===== config.mk =====
export PLATFORM = sky130hd
export DESIGN_NAME = line_code_dec
export DESIGN_NICKNAME = d
export VERILOG_FILES = /design/src/rtl/lc_dec_pkg.sv /design/src/rtl/lc_sub6_dec.sv /design/src/rtl/lc_sub4_dec.sv /design/src/rtl/lc_word_judge.sv /design/src/rtl/lc_rd_track.sv /design/src/rtl/line_code_dec.sv
export SDC_FILE = /design/constraint.sdc
export NUM_CORES = 1
export LEC_CHECK = 0
export ABC_CLOCK_PERIOD_IN_PS = 9900
export BUFFER_PORTS_ARGS = -buffer_cell sky130_fd_sc_hd__buf_2
export CELL_PAD_IN_SITES_DETAIL_PLACEMENT = 1
export CELL_PAD_IN_SITES_GLOBAL_PLACEMENT = 2
export CORE_MARGIN = 4
export CORE_UTILIZATION = 37
export DETAILED_ROUTE_END_ITERATION = 7
export PLACE_DENSITY_LB_ADDON = 0.1
export SYNTH_ARGS = -nofsm -noshare
export SYNTH_HDL_FRONTEND = slang
export SYNTH_SLANG_ARGS = --single-unit

===== constraint.sdc =====
create_clock -name clk -period 9.9 [get_ports clk]
set_input_delay 0 -clock clk [delete_from_list [all_inputs] [get_ports clk]]
set_output_delay 0 -clock clk [all_outputs]
set_load 0.01 [all_outputs]

===== src/rtl/lc_dec_pkg.sv =====
package lc_dec_pkg;

    localparam int LO_W   = 5;
    localparam int HI_W   = 3;
    localparam int SUB6_W = LO_W + 1;
    localparam int SUB4_W = HI_W + 1;
    localparam int BYTE_W = LO_W + HI_W;
    localparam int WORD_W = SUB6_W + SUB4_W;
    localparam int ONES_W = $clog2(WORD_W + 1);
    localparam int HALF6  = SUB6_W / 2;
    localparam int HALF10 = WORD_W / 2;

    typedef logic [LO_W-1:0]   lo_t;
    typedef logic [HI_W-1:0]   hi_t;
    typedef logic [SUB6_W-1:0] sub6_t;
    typedef logic [SUB4_W-1:0] sub4_t;
    typedef logic [WORD_W-1:0] word_t;

    typedef enum logic {RD_NEG = 1'b0, RD_POS = 1'b1} rd_e;

    typedef struct packed {
        logic is_ctrl;
        hi_t  hi;
        lo_t  lo;
    } sym_t;

    typedef struct packed {
        logic good;
        logic disp_bad;
        logic code_bad;
    } verdict_t;

    localparam lo_t   K_LO_28     = lo_t'(28);
    localparam hi_t   HI_SEVEN    = hi_t'(7);
    localparam sub6_t K28_SIX_NEG = 6'b001111;

    // 6-bit group for the negative-disparity side, first line bit in the MSB
    function automatic sub6_t six_neg(input lo_t v);
        sub6_t s;
        case (v)
            5'd0:  s = 6'b100111;  5'd1:  s = 6'b011101;
            5'd2:  s = 6'b101101;  5'd3:  s = 6'b110001;
            5'd4:  s = 6'b110101;  5'd5:  s = 6'b101001;
            5'd6:  s = 6'b011001;  5'd7:  s = 6'b111000;
            5'd8:  s = 6'b111001;  5'd9:  s = 6'b100101;
            5'd10: s = 6'b010101;  5'd11: s = 6'b110100;
            5'd12: s = 6'b001101;  5'd13: s = 6'b101100;
            5'd14: s = 6'b011100;  5'd15: s = 6'b010111;
            5'd16: s = 6'b011011;  5'd17: s = 6'b100011;
            5'd18: s = 6'b010011;  5'd19: s = 6'b110010;
            5'd20: s = 6'b001011;  5'd21: s = 6'b101010;
            5'd22: s = 6'b011010;  5'd23: s = 6'b111010;
            5'd24: s = 6'b110011;  5'd25: s = 6'b100110;
            5'd26: s = 6'b010110;  5'd27: s = 6'b110110;
            5'd28: s = 6'b001110;  5'd29: s = 6'b101110;
            5'd30: s = 6'b011110;  default: s = 6'b101011;
        endcase
        return s;
    endfunction

    function automatic sub6_t enc6(input lo_t v, input logic k28, input logic pos);
        sub6_t b;
        b = k28 ? K28_SIX_NEG : six_neg(v);
        if (!k28 && v == lo_t'(7)) begin
            return pos ? 6'b000111 : 6'b111000;
        end
        if (pos && $countones(b) != HALF6) begin
            return ~b;
        end
        return b;
    endfunction

    function automatic sub4_t enc4(input hi_t y, input logic pos, input logic alt,
                                   input logic k28);
        sub4_t c;
        case (y)
            3'd0:    c = pos ? 4'b0100 : 4'b1011;
            3'd1:    c = 4'b1001;
            3'd2:    c = 4'b0101;
            3'd3:    c = pos ? 4'b0011 : 4'b1100;
            3'd4:    c = pos ? 4'b0010 : 4'b1101;
            3'd5:    c = 4'b1010;
            3'd6:    c = 4'b0110;
            default: c = alt ? (pos ? 4'b1000 : 4'b0111) : (pos ? 4'b0001 : 4'b1110);
        endcase
        if (k28 && !pos && (y == 3'd1 || y == 3'd2 || y == 3'd5 || y == 3'd6)) begin
            c = ~c;
        end
        return c;
    endfunction

    function automatic logic mid_pos(input sub6_t s, input logic pos);
        int n;
        n = $countones(s);
        if (n > HALF6) return 1'b1;
        if (n < HALF6) return 1'b0;
        return pos;
    endfunction

    function automatic logic is_ctrl_lo(input lo_t v);
        return (v == lo_t'(23)) || (v == lo_t'(27)) || (v == lo_t'(29)) || (v == lo_t'(30));
    endfunction

    function automatic logic alt_needed(input sym_t s, input logic mid);
        if (s.hi != HI_SEVEN) return 1'b0;
        if (s.is_ctrl) return 1'b1;
        if (mid) return (s.lo == lo_t'(11)) || (s.lo == lo_t'(13)) || (s.lo == lo_t'(14));
        return (s.lo == lo_t'(17)) || (s.lo == lo_t'(18)) || (s.lo == lo_t'(20));
    endfunction

    function automatic word_t encode(input sym_t s, input logic pos);
        logic  k28;
        logic  mid;
        sub6_t c6;
        sub4_t c4;
        k28 = s.is_ctrl && (s.lo == K_LO_28);
        c6  = enc6(s.lo, k28, pos);
        mid = mid_pos(c6, pos);
        c4  = enc4(s.hi, mid, alt_needed(s, mid), k28);
        return {c4, c6};
    endfunction

endpackage


===== src/rtl/lc_sub6_dec.sv =====
module lc_sub6_dec
    import lc_dec_pkg::*;
(
    input  sub6_t grp_i,
    output lo_t   val_o,
    output logic  hit_o,
    output logic  k28_o,
    output logic  k28_mid_o
);

    always_comb begin
        val_o     = '0;
        hit_o     = 1'b0;
        k28_o     = 1'b0;
        k28_mid_o = 1'b0;
        if (grp_i == K28_SIX_NEG || grp_i == ~K28_SIX_NEG) begin
            val_o     = K_LO_28;
            hit_o     = 1'b1;
            k28_o     = 1'b1;
            k28_mid_o = (grp_i == K28_SIX_NEG);
        end else begin
            for (int v = 0; v < (1 << LO_W); v++) begin
                if (grp_i == enc6(lo_t'(v), 1'b0, 1'b0) ||
                    grp_i == enc6(lo_t'(v), 1'b0, 1'b1)) begin
                    val_o = lo_t'(v);
                    hit_o = 1'b1;
                end
            end
        end
    end

endmodule


===== src/rtl/lc_sub4_dec.sv =====
module lc_sub4_dec
    import lc_dec_pkg::*;
(
    input  sub4_t grp_i,
    input  logic  k28_i,
    input  logic  k28_mid_i,
    output hi_t   val_o,
    output logic  hit_o,
    output logic  alt_o
);

    always_comb begin
        alt_o = (grp_i == 4'b0111) || (grp_i == 4'b1000);
        val_o = '0;
        hit_o = 1'b0;
        for (int y = 0; y < (1 << HI_W); y++) begin
            for (int r = 0; r < 2; r++) begin
                // a K28 group is only read at the disparity its 6-bit half implies
                if ((!k28_i || (r != 0) == k28_mid_i) &&
                    grp_i == enc4(hi_t'(y), r != 0, alt_o, k28_i)) begin
                    val_o = hi_t'(y);
                    hit_o = 1'b1;
                end
            end
        end
    end

endmodule


===== src/rtl/lc_word_judge.sv =====
module lc_word_judge
    import lc_dec_pkg::*;
(
    input  word_t    code_i,
    input  sym_t     cand_i,
    input  logic     parts_ok_i,
    input  rd_e      exp_i,
    output verdict_t verdict_o
);

    word_t same_w;
    word_t other_w;

    always_comb begin
        same_w  = encode(cand_i, exp_i == RD_POS);
        other_w = encode(cand_i, exp_i != RD_POS);
        verdict_o.good     = parts_ok_i && (code_i == same_w);
        verdict_o.disp_bad = parts_ok_i && !verdict_o.good && (code_i == other_w);
        verdict_o.code_bad = !verdict_o.good && !verdict_o.disp_bad;
    end

endmodule


===== src/rtl/lc_rd_track.sv =====
module lc_rd_track
    import lc_dec_pkg::*;
(
    input  logic  clk,
    input  logic  rst,
    input  logic  load_i,
    input  word_t code_i,
    output rd_e   rd_o
);

    logic [ONES_W-1:0] ones;
    rd_e               rd_nx;

    always_comb begin
        ones  = ONES_W'($countones(code_i));
        rd_nx = rd_o;
        if (load_i) begin
            if (ones > ONES_W'(HALF10)) rd_nx = RD_POS;
            else if (ones < ONES_W'(HALF10)) rd_nx = RD_NEG;
        end
    end

    always_ff @(posedge clk) begin
        if (rst) rd_o <= RD_NEG;
        else     rd_o <= rd_nx;
    end

endmodule


===== src/rtl/line_code_dec.sv =====
module line_code_dec
    import lc_dec_pkg::*;
(
    input  logic              clk,
    input  logic              rst,
    input  logic [WORD_W-1:0] code_i,
    output logic [BYTE_W-1:0] byte_o,
    output logic              ctrl_o,
    output logic              code_err_o,
    output logic              disp_err_o
);

    lo_t      lo_val;
    logic     lo_hit;
    logic     k28;
    logic     k28_mid;
    hi_t      hi_val;
    logic     hi_hit;
    logic     hi_alt;
    sym_t     cand;
    verdict_t verdict;
    rd_e      exp_rd;

    lc_sub6_dec u_six (
        .grp_i     (code_i[SUB6_W-1:0]),
        .val_o     (lo_val),
        .hit_o     (lo_hit),
        .k28_o     (k28),
        .k28_mid_o (k28_mid)
    );

    lc_sub4_dec u_four (
        .grp_i     (code_i[WORD_W-1:SUB6_W]),
        .k28_i     (k28),
        .k28_mid_i (k28_mid),
        .val_o     (hi_val),
        .hit_o     (hi_hit),
        .alt_o     (hi_alt)
    );

    always_comb begin
        cand.lo      = lo_val;
        cand.hi      = hi_val;
        cand.is_ctrl = k28 || (hi_val == HI_SEVEN && hi_alt && is_ctrl_lo(lo_val));
    end

    lc_word_judge u_judge (
        .code_i     (code_i),
        .cand_i     (cand),
        .parts_ok_i (lo_hit && hi_hit),
        .exp_i      (exp_rd),
        .verdict_o  (verdict)
    );

    lc_rd_track u_rd (
        .clk    (clk),
        .rst    (rst),
        .load_i (verdict.good),
        .code_i (code_i),
        .rd_o   (exp_rd)
    );

    always_ff @(posedge clk) begin
        if (rst) begin
            byte_o     <= '0;
            ctrl_o     <= 1'b0;
            code_err_o <= 1'b0;
            disp_err_o <= 1'b0;
        end else begin
            code_err_o <= verdict.code_bad;
            disp_err_o <= verdict.disp_bad;
            if (verdict.good) begin
                byte_o <= {cand.hi, cand.lo};
                ctrl_o <= cand.is_ctrl;
            end
        end
    end

endmodule


* Yosys cells after proc, flatten, opt, wreduce, memory -nomap -nowiden
Memory sizes are Yosys's and may differ from the RTL's.
Index checks and enable logic that the tools add are counted.
** Storage, ports and cells
- Flip-flop bits (word level) :: 12
- ROM bits :: 384
- Output and inout port bits :: 11
- Memories kept :: 2
** Memory list
- (name not given) :: words 32, bits a word 6, read ports 1, clocked after Yosys merged registers in 0, wr ports 0, line lc_dec_pkg.sv:40 : case (v)
- (name not given) :: words 32, bits a word 6, read ports 1, clocked after Yosys merged registers in 0, wr ports 0, line lc_dec_pkg.sv:40
** Cells by class
- Add/sub/neg operators :: 189
- $lt $le $gt $ge :: 6
- Equal/unequal tests :: 140
- Mux-type cells :: 368
- Bitwise operators :: 38
- Reductions and logical operators :: 87
** Operators with widths (count)
- adder 32 bit :: 72
- inequality test 32 x 3 -> 1 bit (second input constant) :: 34
- 2-to-1 mux 6 bit :: 143
- equality test 6 bit :: 64
- adder 1 x 1 -> 2 bit :: 113
- inverter 6 bit :: 34
- 2-to-1 mux 1 bit :: 159
- 2-to-1 mux 4 bit :: 28
- 2-to-1 mux 5 bit :: 17
- > comparator 32 x 3 -> 1 bit (second input constant) :: 2
- less-than comparator 32 x 3 -> 1 bit (second input constant) :: 2
- case mux 4 bit (7 select lines) :: 2
- 2-to-1 mux 3 bit :: 17
- logical OR 1 bit :: 47
- equality test 5 bit (second input constant) :: 8
- logical AND 1 bit :: 31
- equality test 4 bit :: 6
- equality test 4 bit (second input constant) :: 6
- equality test 10 bit :: 2
- adder 4 bit :: 4
- equality test 4 x 3 -> 1 bit (second input constant) :: 4
- equality test 5 x 4 -> 1 bit (second input constant) :: 3
- equality test 3 bit (second input constant) :: 4
- equality test 4 x 2 -> 1 bit (second input constant) :: 2
- other kinds (15) :: 24

* Logic depth before layout (Yosys ltp)
- Depth in word-level cells :: 87
- Gate-level depth with buffers :: 48
- Mapped depth without buffers :: 43

* Cells and area by module
A second synthesis with hierarchy kept.
** Unflattened totals
- Cells, all modules :: 542
- Area total of the unflattened synthesis :: 4031.4 µm²
** By module, submodules not included
- lc_word_judge :: times used 1, cells an instance 312, area each 2292.2 µm², seq. area each 0.0 µm²
- lc_sub6_dec :: times used 1, cells an instance 102, area each 685.7 µm², seq. area each 0.0 µm²
- line_code_dec :: times used 1, cells an instance 44, area each 444.2 µm², seq. area each 220.2 µm²
- lc_sub4_dec :: times used 1, cells an instance 55, area each 347.8 µm², seq. area each 0.0 µm²
- lc_rd_track :: times used 1, cells an instance 29, area each 261.5 µm², seq. area each 20.0 µm²

* Least setup slack after synthesis
OpenSTA, ideal clock, no wires.
- Kind :: input-to-reg
- Start :: input port code_i[2]
- End :: register u_rd.rd_o
- Library setup time :: 142 ps
- Arrival time :: 9003 ps
- Data required time :: 9758 ps
- Setup slack :: 755 ps
- Stages on the path :: 42
- Path through :: clkbuf_1 inv_1 ha_1 buf_2 and2_1 nor4b_1 o311a_1 o211ai_1 a221oi_1 inv_1 ha_1 or2_2 o21ai_1 o211ai_1 o2111a_1 buf_2 nor3_4 inv_2 [6 not listed] a21oi_1 or3_1 inv_1 ha_1 fa_1 ha_1 nand2_1 o21ai_1 o21ai_0 o311ai_0 o31ai_1 xnor2_1 or3_1 mux2i_1 and4b_1 o2111ai_1 nor4_1 a221oi_1
** RTL lines
- start, declared :: line line_code_dec.sv:6 : input logic [WORD_W-1:0] code_i,
- end signal, assigned :: line lc_rd_track.sv:25 : else rd_o <= rd_nx;
- end, declared :: line lc_rd_track.sv:8 : output rd_e rd_o

==> results.toml <==
[outcome]
run_status = "completed"

[drt]
count_of_vias_placed_by_the_detailed_router = 5717
routed_via_density = 6.44
detail_route.iter0.violations = 507
detail-route-antenna-nets = 0
router_iterations_before_antenna_repair = 5
wl_mm = 19.9
drc_errors = 0
routed_wire_length_per_instance_um = 22.4

[clock_network]
cts.sinks = 12
cts-buffers-inserted = 3
worst_setup_hold_path_clk_slew_ps = 40
cts.htree.levels = 1
hold_buffers = 0
clk_latency_ps = 240
cts.root.buffer_cell = "clkbuf_16"
cts_tree = "yes"
clk_path_buf_depth = 2

[sta]
worstMarginPinSlew_ps = 972
fin_crit_sh_pct = 93.4
timing.hold.ws_ps = 166
fin_ws_ps = 653
grt_setup_unrepaired = "no"
post-route-min-period_ps = 9250
max-slew-margin-rel_pct = 34.9
timing.setup.tns_ps = 0
timing.final.max_slew_violations = 0
timing.clock.skew_ps = 1.61
finalHoldViolCount = 0
maxClockFrequency_mhz = 108
timing.final.setup_violations = 0

[worst_setup_path]
worstReg2RegStart = "u_rd.rd_o"
crit_top_cell = "ha_1"
setup.worst_path.class = "in2reg"
path_max_fanout = 22
worst-r2r-setup-slack_ps = 4430
critical_path.endpoint_type = "flip-flop"
worst_path_largest_cell_delay_ps = 530
worst_path_max_delay_cell = "or3_1"
reg2reg_to = "byte_o[5]"
timing.critical_path.required_ps = 10020
data_arrival_critical_path_ps = 9360
worst-r2r-cell-count = 21
critPathLaunchType = "input pin"

[floorplanning]
core_sq_mm = 0.0128
floorplan.rows = 41
boundaryPins = 23
dieArea_sq_mm = 0.0152
die_h_um = 123
initial_utilization_pct = 38.3
die_width_um = 123

[hold_path]
worstHoldPathType = "in2reg"
holdCritStartpoint = "rst"
hold-path-cell-count = 2
whs_endpoint = "disp_err_o"

[pwr]
power.share.combinational_pct = 92.1
p_int_uw = 717
switchingPower_uw = 931
pwr-share-seq_pct = 3.0
power_leakage_nw = 2.39
fin_total_pwr_mw = 1.65
switching_share_pct = 56.5
vdd_ir_drop_max_mv = 0.378
power_density_mw_per_mm2 = 302
share_clk_of_total_power_pct = 5.0

[synth]
synth-async-reset-ratio_pct = 0
mapped_cells = 696
synth.yosys.warnings = 0
ys_seq_elements = 12
seq_area_frac_synth_pct = 4.89
synthesis.nets = 766
synth.avg_cell_area_sq_um = 7.06
yosys_most_used_dff = "dfxtp_1"
edff_count_synth = 0
ys_types = 91
syn_area_sq_mm = 0.00491

[grt]
grt_antenna_before_repair = 0
overflow = 0
grt_first_pass_wirelength_mm = 31.9
grt_pass1_vias = 5739
grt_max_degree = 28
global_route.usage.total_pct = 26.2

[place]
place_ws_ps = 10.2
detailedPlacementHpwl_mm = 15.7
place_area_sq_mm = 0.00533
routabilityCongestion = 0.957
io_buf_count = 22

[layout]
drive_gt1_share_pct = 15.5
post-route-cell-area_sq_mm = 0.00546
fillCellCount = 1690
final_nets = 787
ff_latch_area_sq_um = 240
multi_input_area_sq_mm = 0.00434
area.growth.synth_to_final_pct = 11.1
insertedDiodeCount = 0

[run]
max_cap_violations = 0
-- per-layer routing --
| metal | global-route usage [%] | part of all wire (%) | routed length, um | vias up |
|---|---|---|---|---|
| li1 | - | - | - | 2678 |
| met1 | 38.2 | 47 | 9300 | 2816 |
| met2 | 43.4 | 46 | 9190 | 201 |
| met3 | 1.42 | 5.6 | 1120 | 22 |
| met4 | 4.22 | 1.4 | 274 | 0 |
| met5 | 0 | 0 | 0 | - |
-- stage by stage --
stage,instances,utilization [%]
2_1_floorplan,696,-
3_3_place_gp,884,41.6
3_5_place_dp,884,41.6
4_1_cts,888,42.3
5_1_grt,888,42.6
6_report,888,42.6
-- worst max-delay path by stage --
stage,from,to,slack [ps],depth (start not counted)
2_1_floorplan,code_i[2],u_rd.rd_o,750,42
3_3_place_gp,code_i[3],code_err_o,410,41
3_5_place_dp,code_i[3],u_rd.rd_o,10,41
4_1_cts,code_i[3],u_rd.rd_o,270,41
5_1_grt,code_i[0],byte_o[5],7,41
6_report,code_i[2],code_err_o,650,41
-- kinds of logic after synthesis --
family                     after synthesis  synth area share, %
and+or+nand+nor                        283                 31.0
adders and majority gates               58                 16.6
buffers and inverters                   87                 7.46
muxes                                   25                 5.43
xor gates and xnor gates                15                 2.68
DFF                                     12                 4.89
AOI/OAI and AO/OA                      216                 31.9
-- power by group through the flow --
| stage | clock network (mW) | logic, mW | registers [mW] |
|---|---|---|---|
| global route | 0.0864 | 1.69 | 0.0489 |
| detailed placement | 0 | 1.49 | 0.0498 |
| global placement | 0 | 1.45 | 0.0498 |
| CTS | 0.0827 | 1.50 | 0.0490 |
| finish | 0.0818 | 1.52 | 0.0490 |
| floorplan | 0 | 1.03 | 0.0500 |
-- critical path, delay by kind of cell --
| family | cells | cell delay, ps |
|---|---|---|
| simple gates | 14 | 3150 |
| mux | 1 | 200 |
| buf+inv | 8 | 1430 |
| compound gates | 9 | 1960 |
| xor+xnor | 1 | 170 |
| fa+ha+maj | 8 | 2420 |
-- cell type report --
| class | count | share of cell area [%] |
|---|---|---|
| Tap cell | 172 | 3.94 |
| Multi-Input combinational cell | 597 | 79.6 |
| Timing Repair Buffer | 64 | 7.79 |
| Sequential cell | 12 | 4.40 |
| Clock buffer | 4 | 1.63 |
| Inverter | 39 | 2.68 |
-- repair_timing --
| action | CTS | global route |
|---|---|---|
| gates resized for setup | 0 | 8 |
| buffers inserted | 0 | 0 |
| endpoints found under the setup margin | 0 | 12 |
-- placed cells by master (no fill, tap or decap), types with 6 or more instances in the layout --
master / n
nand2_1: 53
nor2_1: 52
nand3_1: 48
ha_1: 42
buf_4: 42
inv_1: 38
a21oi_1: 33
o21ai_0: 32
nor3_1: 24
buf_2: 22
o211ai_1: 17
xnor2_1: 15
a211oi_1: 14
nand4_1: 13
nor2b_1: 12
mux2i_1: 12
a31oi_1: 12
mux2_2: 12
fa_1: 12
dfxtp_1: 12
and3_1: 11
or3_1: 11
a22o_1: 10
a22oi_1: 9
and2_1: 9
a21o_1: 9
o22ai_1: 7
nor4_1: 7
o2111ai_1: 6
or4_1: 6
-- sequential cells by signal (all words and copies together) (netlist names) --
signal,flops
u_rd.rd_o,1
code_err_o,1
byte_o,8
ctrl_o,1
disp_err_o,1
-- Yosys cell counts, types with 10 or more instances --
cell type	count	area share [%]
buf_2	22	2.2
a211oi_1	14	2.1
clkbuf_1	21	1.6
nand3_1	48	4.9
fa_1	12	4.9
and3_1	11	1.4
mux2i_1	12	2.4
a31oi_1	12	1.5
nor3_1	24	2.4
or3_1	11	1.4
nor2_1	52	4.0
nand2_1	53	4.1
a21oi_1	33	3.4
o211ai_1	17	2.6
xnor2_1	15	2.7
inv_1	38	2.9
a22o_1	10	1.8
nor2b_1	12	1.5
o21ai_0	32	3.3
mux2_2	12	2.8
nand4_1	13	1.7
ha_1	46	12
dfxtp_1	12	4.9
Note: power is estimated with default switching activity, not from simulation.
